## src/rtl/pps_pkg.sv

```systemverilog
`timescale 1ns/1ps
package pps_pkg;
    localparam int MA_W   = 14;
    localparam int RA_W   = 5;
    localparam int OFF_W  = 14;
    localparam int ADDR_W = 18;
    localparam int BYTE_W = 8;
    localparam int COL_W  = 7;
    localparam int SUM_W  = MA_W + 2;

    typedef logic [2:0] color_idx_t;

    typedef struct packed {
        logic [BYTE_W-1:0] blu;
        logic [BYTE_W-1:0] grn;
        logic [BYTE_W-1:0] red;
    } plane_bytes_t;

    function automatic color_idx_t top_bits(plane_bytes_t p);
        return {p.blu[BYTE_W-1], p.grn[BYTE_W-1], p.red[BYTE_W-1]};
    endfunction
endpackage

```

## src/rtl/pps_fetch.sv

```systemverilog
`timescale 1ns/1ps
module pps_fetch
    import pps_pkg::*;
#(
    parameter bit              WIDE_LINE = 1'b1,
    parameter logic [ADDR_W-1:0] RED_BASE  = 18'h20000,
    parameter logic [ADDR_W-1:0] BLU_BASE  = 18'h24000,
    parameter logic [ADDR_W-1:0] GRN_BASE0 = 18'h28000,
    parameter logic [ADDR_W-1:0] GRN_BASE1 = 18'h2C000
) (
    input  logic              clk,
    input  logic              rst,
    input  logic              line_start,
    input  logic [MA_W-1:0]   ma,
    input  logic [RA_W-1:0]   ra,
    input  logic [COL_W-1:0]  ncols,
    input  logic              alt_green,
    output logic              rd_en,
    output logic [ADDR_W-1:0] red_addr,
    output logic [ADDR_W-1:0] blue_addr,
    output logic [ADDR_W-1:0] green_addr,
    output logic              data_due
);
    localparam int PH_W = $clog2(BYTE_W);

    logic [OFF_W-1:0] off_new, off_q;
    logic [SUM_W-1:0] off_sum;
    logic [COL_W-1:0] col_q, ncols_q;
    logic [PH_W-1:0]  phase_q;
    logic             busy_q, alt_q;

    generate
        if (WIDE_LINE) begin : g_wide
            assign off_sum = {ma, 2'b00} + (SUM_W'(ra) << 6);
            assign off_new = off_sum[OFF_W-1:0];
        end else begin : g_narrow
            assign off_sum = {ma, 2'b00} + (SUM_W'(ra) << 5);
            assign off_new = {1'b0, off_sum[OFF_W-2:0]};
        end
    endgenerate

    always_ff @(posedge clk) begin
        if (rst) begin
            busy_q   <= 1'b0;
            alt_q    <= 1'b0;
            off_q    <= '0;
            col_q    <= '0;
            ncols_q  <= '0;
            phase_q  <= '0;
            data_due <= 1'b0;
        end else begin
            data_due <= rd_en;
            if (!busy_q) begin
                if (line_start && ncols != '0) begin
                    busy_q  <= 1'b1;
                    off_q   <= off_new;
                    alt_q   <= alt_green;
                    ncols_q <= ncols;
                    col_q   <= '0;
                    phase_q <= '0;
                end
            end else begin
                phase_q <= phase_q + 1'b1;
                if (phase_q == '0) begin
                    if (col_q == ncols_q - 1'b1) busy_q <= 1'b0;
                    else                        col_q  <= col_q + 1'b1;
                end
            end
        end
    end

    logic [ADDR_W-1:0] rel;
    assign rel        = ADDR_W'(off_q) + ADDR_W'(col_q);
    assign rd_en      = busy_q && (phase_q == '0);
    assign red_addr   = RED_BASE + rel;
    assign blue_addr  = BLU_BASE + rel;
    assign green_addr = (alt_q ? GRN_BASE1 : GRN_BASE0) + rel;

    logic [ADDR_W-1:0] gdiff;
    assign gdiff = green_addr - blue_addr;

    assert_read_gap_R10: assert property (@(posedge clk) disable iff (rst)
        rd_en |=> !rd_en);
    assert_green_base_R4: assert property (@(posedge clk) disable iff (rst)
        rd_en |-> (gdiff == GRN_BASE0 - BLU_BASE || gdiff == GRN_BASE1 - BLU_BASE));
    assert_start_ignored_R8: assert property (@(posedge clk) disable iff (rst)
        (busy_q && line_start) |=> ($stable(off_q) && $stable(alt_q)));
    assert_zero_cols_R9: assert property (@(posedge clk) disable iff (rst)
        (!busy_q && line_start && ncols == '0) |=> !rd_en);
endmodule

```

## src/rtl/pps_shift.sv

```systemverilog
`timescale 1ns/1ps
module pps_shift
    import pps_pkg::*;
(
    input  logic         clk,
    input  logic         rst,
    input  logic         load,
    input  plane_bytes_t din,
    output color_idx_t   pix_raw,
    output logic         pix_live
);
    localparam int CNT_W = $clog2(BYTE_W);

    plane_bytes_t   sr_q;
    logic [CNT_W-1:0] cnt_q;

    always_ff @(posedge clk) begin
        if (rst) begin
            sr_q     <= '0;
            cnt_q    <= '0;
            pix_live <= 1'b0;
        end else if (load) begin
            sr_q     <= din;
            cnt_q    <= '0;
            pix_live <= 1'b1;
        end else if (pix_live) begin
            sr_q.red <= {sr_q.red[BYTE_W-2:0], 1'b0};
            sr_q.grn <= {sr_q.grn[BYTE_W-2:0], 1'b0};
            sr_q.blu <= {sr_q.blu[BYTE_W-2:0], 1'b0};
            cnt_q    <= cnt_q + 1'b1;
            if (cnt_q == CNT_W'(BYTE_W - 1)) pix_live <= 1'b0;
        end
    end

    assign pix_raw = top_bits(sr_q);

    assert_load_msb_R5: assert property (@(posedge clk) disable iff (rst)
        load |=> (pix_live && pix_raw == {$past(din.blu[BYTE_W-1]),
                                          $past(din.grn[BYTE_W-1]),
                                          $past(din.red[BYTE_W-1])}));
    assert_drain_R6: assert property (@(posedge clk) disable iff (rst)
        (pix_live && !load && cnt_q == CNT_W'(BYTE_W - 1)) |=> !pix_live);
endmodule

```

## src/rtl/plane_pixel_serializer.sv

```systemverilog
`timescale 1ns/1ps
module plane_pixel_serializer
    import pps_pkg::*;
#(
    parameter bit WIDE_LINE = 1'b1
) (
    input  logic              clk,
    input  logic              rst,
    input  logic              line_start,
    input  logic [MA_W-1:0]   ma,
    input  logic [RA_W-1:0]   ra,
    input  logic [COL_W-1:0]  ncols,
    input  logic              alt_green,
    input  logic              de,
    output logic              rd_en,
    output logic [ADDR_W-1:0] red_addr,
    output logic [ADDR_W-1:0] blue_addr,
    output logic [ADDR_W-1:0] green_addr,
    input  logic [BYTE_W-1:0] red_data,
    input  logic [BYTE_W-1:0] blue_data,
    input  logic [BYTE_W-1:0] green_data,
    output logic [2:0]        pix_idx
);
    logic         data_due, pix_live;
    color_idx_t   pix_raw;
    plane_bytes_t bytes;

    assign bytes = '{blu: blue_data, grn: green_data, red: red_data};

    pps_fetch #(.WIDE_LINE(WIDE_LINE)) u_fetch (
        .clk(clk), .rst(rst), .line_start(line_start), .ma(ma), .ra(ra),
        .ncols(ncols), .alt_green(alt_green), .rd_en(rd_en),
        .red_addr(red_addr), .blue_addr(blue_addr), .green_addr(green_addr),
        .data_due(data_due)
    );

    pps_shift u_shift (
        .clk(clk), .rst(rst), .load(data_due), .din(bytes),
        .pix_raw(pix_raw), .pix_live(pix_live)
    );

    assign pix_idx = (de && pix_live) ? pix_raw : 3'd0;

    assert_reset_quiet_R1: assert property (@(posedge clk)
        rst |=> (!rd_en && pix_idx == 3'd0));
endmodule

```

## config.mk

```make
export PLATFORM = sky130hd
export DESIGN_NAME = plane_pixel_serializer
export DESIGN_NICKNAME = d
export VERILOG_FILES = /design/src/rtl/pps_pkg.sv /design/src/rtl/pps_fetch.sv /design/src/rtl/pps_shift.sv /design/src/rtl/plane_pixel_serializer.sv
export SDC_FILE = /design/constraint.sdc
export NUM_CORES = 1
export LEC_CHECK = 0
export BUFFER_PORTS_ARGS = -buffer_cell sky130_fd_sc_hd__buf_2
export CAP_MARGIN = 20
export CORE_MARGIN = 5
export CORE_UTILIZATION = 40
export DETAILED_ROUTE_END_ITERATION = 10
export GPL_TIMING_DRIVEN = 0
export PLACE_DENSITY = 0.75
export SLEW_MARGIN = 40
export SYNTH_ARGS = -nofsm -noshare
export SYNTH_HDL_FRONTEND = slang
export SYNTH_SLANG_ARGS = --single-unit
export TNS_END_PERCENT = 30
```

## constraint.sdc

```tcl
create_clock -name clk -period 4.5 [get_ports clk]
set_input_delay 0.9 -clock clk [delete_from_list [all_inputs] [get_ports clk]]
set_output_delay 0.9 -clock clk [all_outputs]
set_load 0.02 [all_outputs]
```

==> summary.txt <==
Outcome - complete, no violations
Post-cts hold buffer count - 0
Number of input and output port buffers inserted - 103
Die extent in x - 103 um
CTS-repair resized insts - 0
Instance count of the mapped netlist - 435
Max IR drop VDD - 0.173 mV
Net count of the finished layout - 627
Post-DP HPWL - 6540 um
Number of routed nets with antenna violations - 0
Overflow left after global routing - 0
Async set-or-reset flop fraction in the synthesized netlist - 0%
Worst skew pair latency - 0.35 ns
Commonest cells in the synthesized netlist - sky130_fd_sc_hd__nor2_1 (63), sky130_fd_sc_hd__dfxtp_1 (60), sky130_fd_sc_hd__a21oi_1 (52)
Footprint of the multi-input gates - 1860 sq um
Type of the worst min-delay path - reg -> reg
Number of buffers created by CTS - 9
Floorplan die height - 103 um
Placeable core region - 8590 sq um
Overall Global Routing Usage - 15.8%
Dominant cells by area after synthesis - sky130_fd_sc_hd__dfxtp_1 (34%), sky130_fd_sc_hd__buf_4 (8.0%), sky130_fd_sc_hd__a21oi_1 (7.5%)
Boundary pin count - 113
Worst-case register-to-register setup slack - 2.33 ns
Area of the die - 10700 sq um
Diodes inserted - 0
Routed wire per std cell - 12.4 um
Count of final setup violators - 0
Count of filler cells inserted in the layout - 840
Area taken by flip-flops and latches - 1200 sq um
Startpoint of the lowest-slack register-to-register path - u_fetch.ncols_q[0]
CP Max Fanout - 8
Number of vias in the routed layout - 3241
Setup TNS - 0 ns
Total Routed Length - 8250 um
Pin slew with the least headroom to its limit - 0.717 ns
Number of vias per cell after detailed routing - 4.87
Share of the synthesized area in the top cell type - 34.5%
Number of register bits inferred by synthesis - 60
Power density relative to cell area - 315 nW/um^2
Required time at the endpoint of the critical path - 3.60 ns
Clk sink count - 60
Buffer count from post-CTS setup fixing - 0
Final period util - 78.0%
Via count of the first global-routing pass - 3078
Post-synthesis cell type with the largest combined area - sky130_fd_sc_hd__dfxtp_1
Largest net degree at the start of global routing - 12
Max Transition Viols Final - 0
FF-to-FF End - u_fetch.col_q[4]
Depth of the worst register-to-register path - 7
Hold depth - 2
Total power draw - 1.37 mW
Most frequent cell after synthesis - sky130_fd_sc_hd__nor2_1
Highest Clock Rate - 285 MHz
Wire length of the first global-routing pass - 13400 um
Sequential share of the synthesized area - 34.5%
Fraction of layout cells with a size suffix above 1 - 29.7%
Initial Util - 40.6%
Final Skew - 0.00905 ns
Number of enable-type register cells in the synthesized netlist - 0
Min cycle time layout - 3.51 ns
Root buffer cell - sky130_fd_sc_hd__clkbuf_8
Number of antenna violations at the first check in global routing - 0
H-tree depth reported by CTS - 3
Number of iterations in the first detailed-routing pass - 4
Number of buffers on the longest clock path - 2
Cell leakage power - 2.09 nW
Startpoint type of the worst setup path - flip-flop
Unrepaired setup endpoints after global routing - false
Mean cell area of the mapped netlist - 8.01 sq um
Count of different cell masters after synthesis - 44
Top FF cell, synth - sky130_fd_sc_hd__dfxtp_1
Category of the critical setup timing path - reg -> out
Number of maximum-capacitance violations - 0
Clock-pin slew of the registers on the worst-case setup and hold paths - 0.06 ns
Arr. time, crit path - 2.61 ns
Hold path startpoint - u_fetch.off_q[10]
Headroom to the max-slew limit - 52.2%
Synthesis warning total - 0
TritonCTS clock tree - built
Detailed router's first-iteration violation count - 109
Number of cell rows - 34
Crit. End Element - output port
Endpoint of the worst hold path - u_fetch.off_q[10]
Area overhead of the layout relative to synthesis - 25.2%
Final Wtd Congestion - 0.835
Post-synthesis cell area - 3490 sq um
Remaining design rule violation count - 0
Final hold viol count - 0
==> through the flow <==
step | setup slack, ns | cells | hold slack, ns | instance area, sq um | util, %
global route | 0.753 | 666 | 0.487 | 4360 | 50.8
CTS | 0.960 | 666 | 0.463 | 4360 | 50.8
global placement | 1.40 | 650 | 0.444 | 4150 | 48.3
floorplan | 1.21 | 439 | 0.432 | 3500 | -
finish | 0.992 | 666 | 0.463 | 4360 | 50.8
detailed placement | 1.35 | 650 | 0.454 | 4150 | 48.3
==> power breakdown <==
| part | total, mW | switching [mW] | internal (mW) |
|---|---|---|---|
| registers | 0.580 | 0.0215 | 0.559 |
| logic | 0.289 | 0.163 | 0.126 |
| clock network | 0.505 | 0.220 | 0.285 |
| total | 1.37 | 0.405 | 0.970 |
==> how the worst max path moves through the flow <==
stage / cells past startpoint / start / endpoint
6_report: 9 / u_fetch.col_q[3] / red_addr[11]
2_1_floorplan: 9 / u_fetch.col_q[2] / green_addr[15]
3_5_place_dp: 9 / u_fetch.col_q[3] / green_addr[13]
4_1_cts: 9 / u_fetch.col_q[3] / red_addr[11]
3_3_place_gp: 9 / u_fetch.col_q[3] / green_addr[11]
5_1_grt: 9 / u_fetch.col_q[3] / green_addr[11]
==> routing by layer <==
layer | wire length (um) | vias up | track usage [%]
met5 | 0 | - | 0
met4 | 100 | 0 | 3.59
met3 | 772 | 12 | 5.90
met2 | 3940 | 104 | 27.5
met1 | 3430 | 1469 | 18.4
li1 | - | 1656 | -
==> state kept, by name, summed over array words and instances, names as in the netlist <==
name / flops
u_shift.sr_q: 21
u_fetch.busy_q: 1
u_fetch.col_q: 7
u_shift.pix_raw: 3
u_shift.cnt_q: 3
u_fetch.data_due: 1
u_fetch.off_q: 12
u_fetch.ncols_q: 7
u_fetch.phase_q: 3
u_shift.pix_live: 1
u_fetch.alt_q: 1
==> worst max-delay path, cell delays in order, from the launching register on <==
cell and delay (ns):
sky130_fd_sc_hd__dfxtp_1 0.52, sky130_fd_sc_hd__ha_1 0.30, sky130_fd_sc_hd__a21o_1 0.15, sky130_fd_sc_hd__a21oi_1 0.21
sky130_fd_sc_hd__o21bai_1 0.09, sky130_fd_sc_hd__a21oi_1 0.35, sky130_fd_sc_hd__nor3_1 0.10, sky130_fd_sc_hd__xnor2_1 0.24
sky130_fd_sc_hd__buf_4 0.15, sky130_fd_sc_hd__buf_2 0.15
==> kinds of logic (layout without fill, tap and decap cells) <==
family	after synthesis	in the layout	share of synthesized area, %
flops	60	60	34.5
simple gates	144	144	18.3
compound gates	84	84	14.2
buf+inv	78	197	12.7
mux	23	23	6.60
other cells	2	6	0.215
fa+ha+maj	19	19	7.25
xor+xnor	25	25	6.28
==> layout by cell type (no fill, tap or decap), types with 9 or more instances in the layout <==
| cell | synthesis | layout |
|---|---|---|
| sky130_fd_sc_hd__a21oi_1 | 52 | 52 |
| sky130_fd_sc_hd__buf_2 | 2 | 105 |
| sky130_fd_sc_hd__buf_4 | 37 | 37 |
| sky130_fd_sc_hd__clkbuf_1 | 16 | 16 |
| sky130_fd_sc_hd__clkbuf_8 | 0 | 11 |
| sky130_fd_sc_hd__dfxtp_1 | 60 | 60 |
| sky130_fd_sc_hd__ha_1 | 17 | 17 |
| sky130_fd_sc_hd__inv_1 | 19 | 19 |
| sky130_fd_sc_hd__mux2i_1 | 23 | 23 |
| sky130_fd_sc_hd__nand2_1 | 42 | 42 |
| sky130_fd_sc_hd__nor2_1 | 63 | 63 |
| sky130_fd_sc_hd__xnor2_1 | 16 | 16 |
| sky130_fd_sc_hd__xor2_1 | 9 | 9 |
==> final cells by class <==
| type | count | area share (%) |
|---|---|---|
| Clock inverter | 5 | 1.38 |
| Tap cell | 108 | 3.10 |
| Timing Repair Buffer | 103 | 11.8 |
| Clock buffer | 11 | 3.47 |
| Sequential cell | 60 | 27.5 |
| Buffer | 59 | 8.49 |
| Inverter | 19 | 1.63 |
| Multi-Input combinational cell | 301 | 42.6 |
No activity file was read; power rests on OpenSTA's default activity.
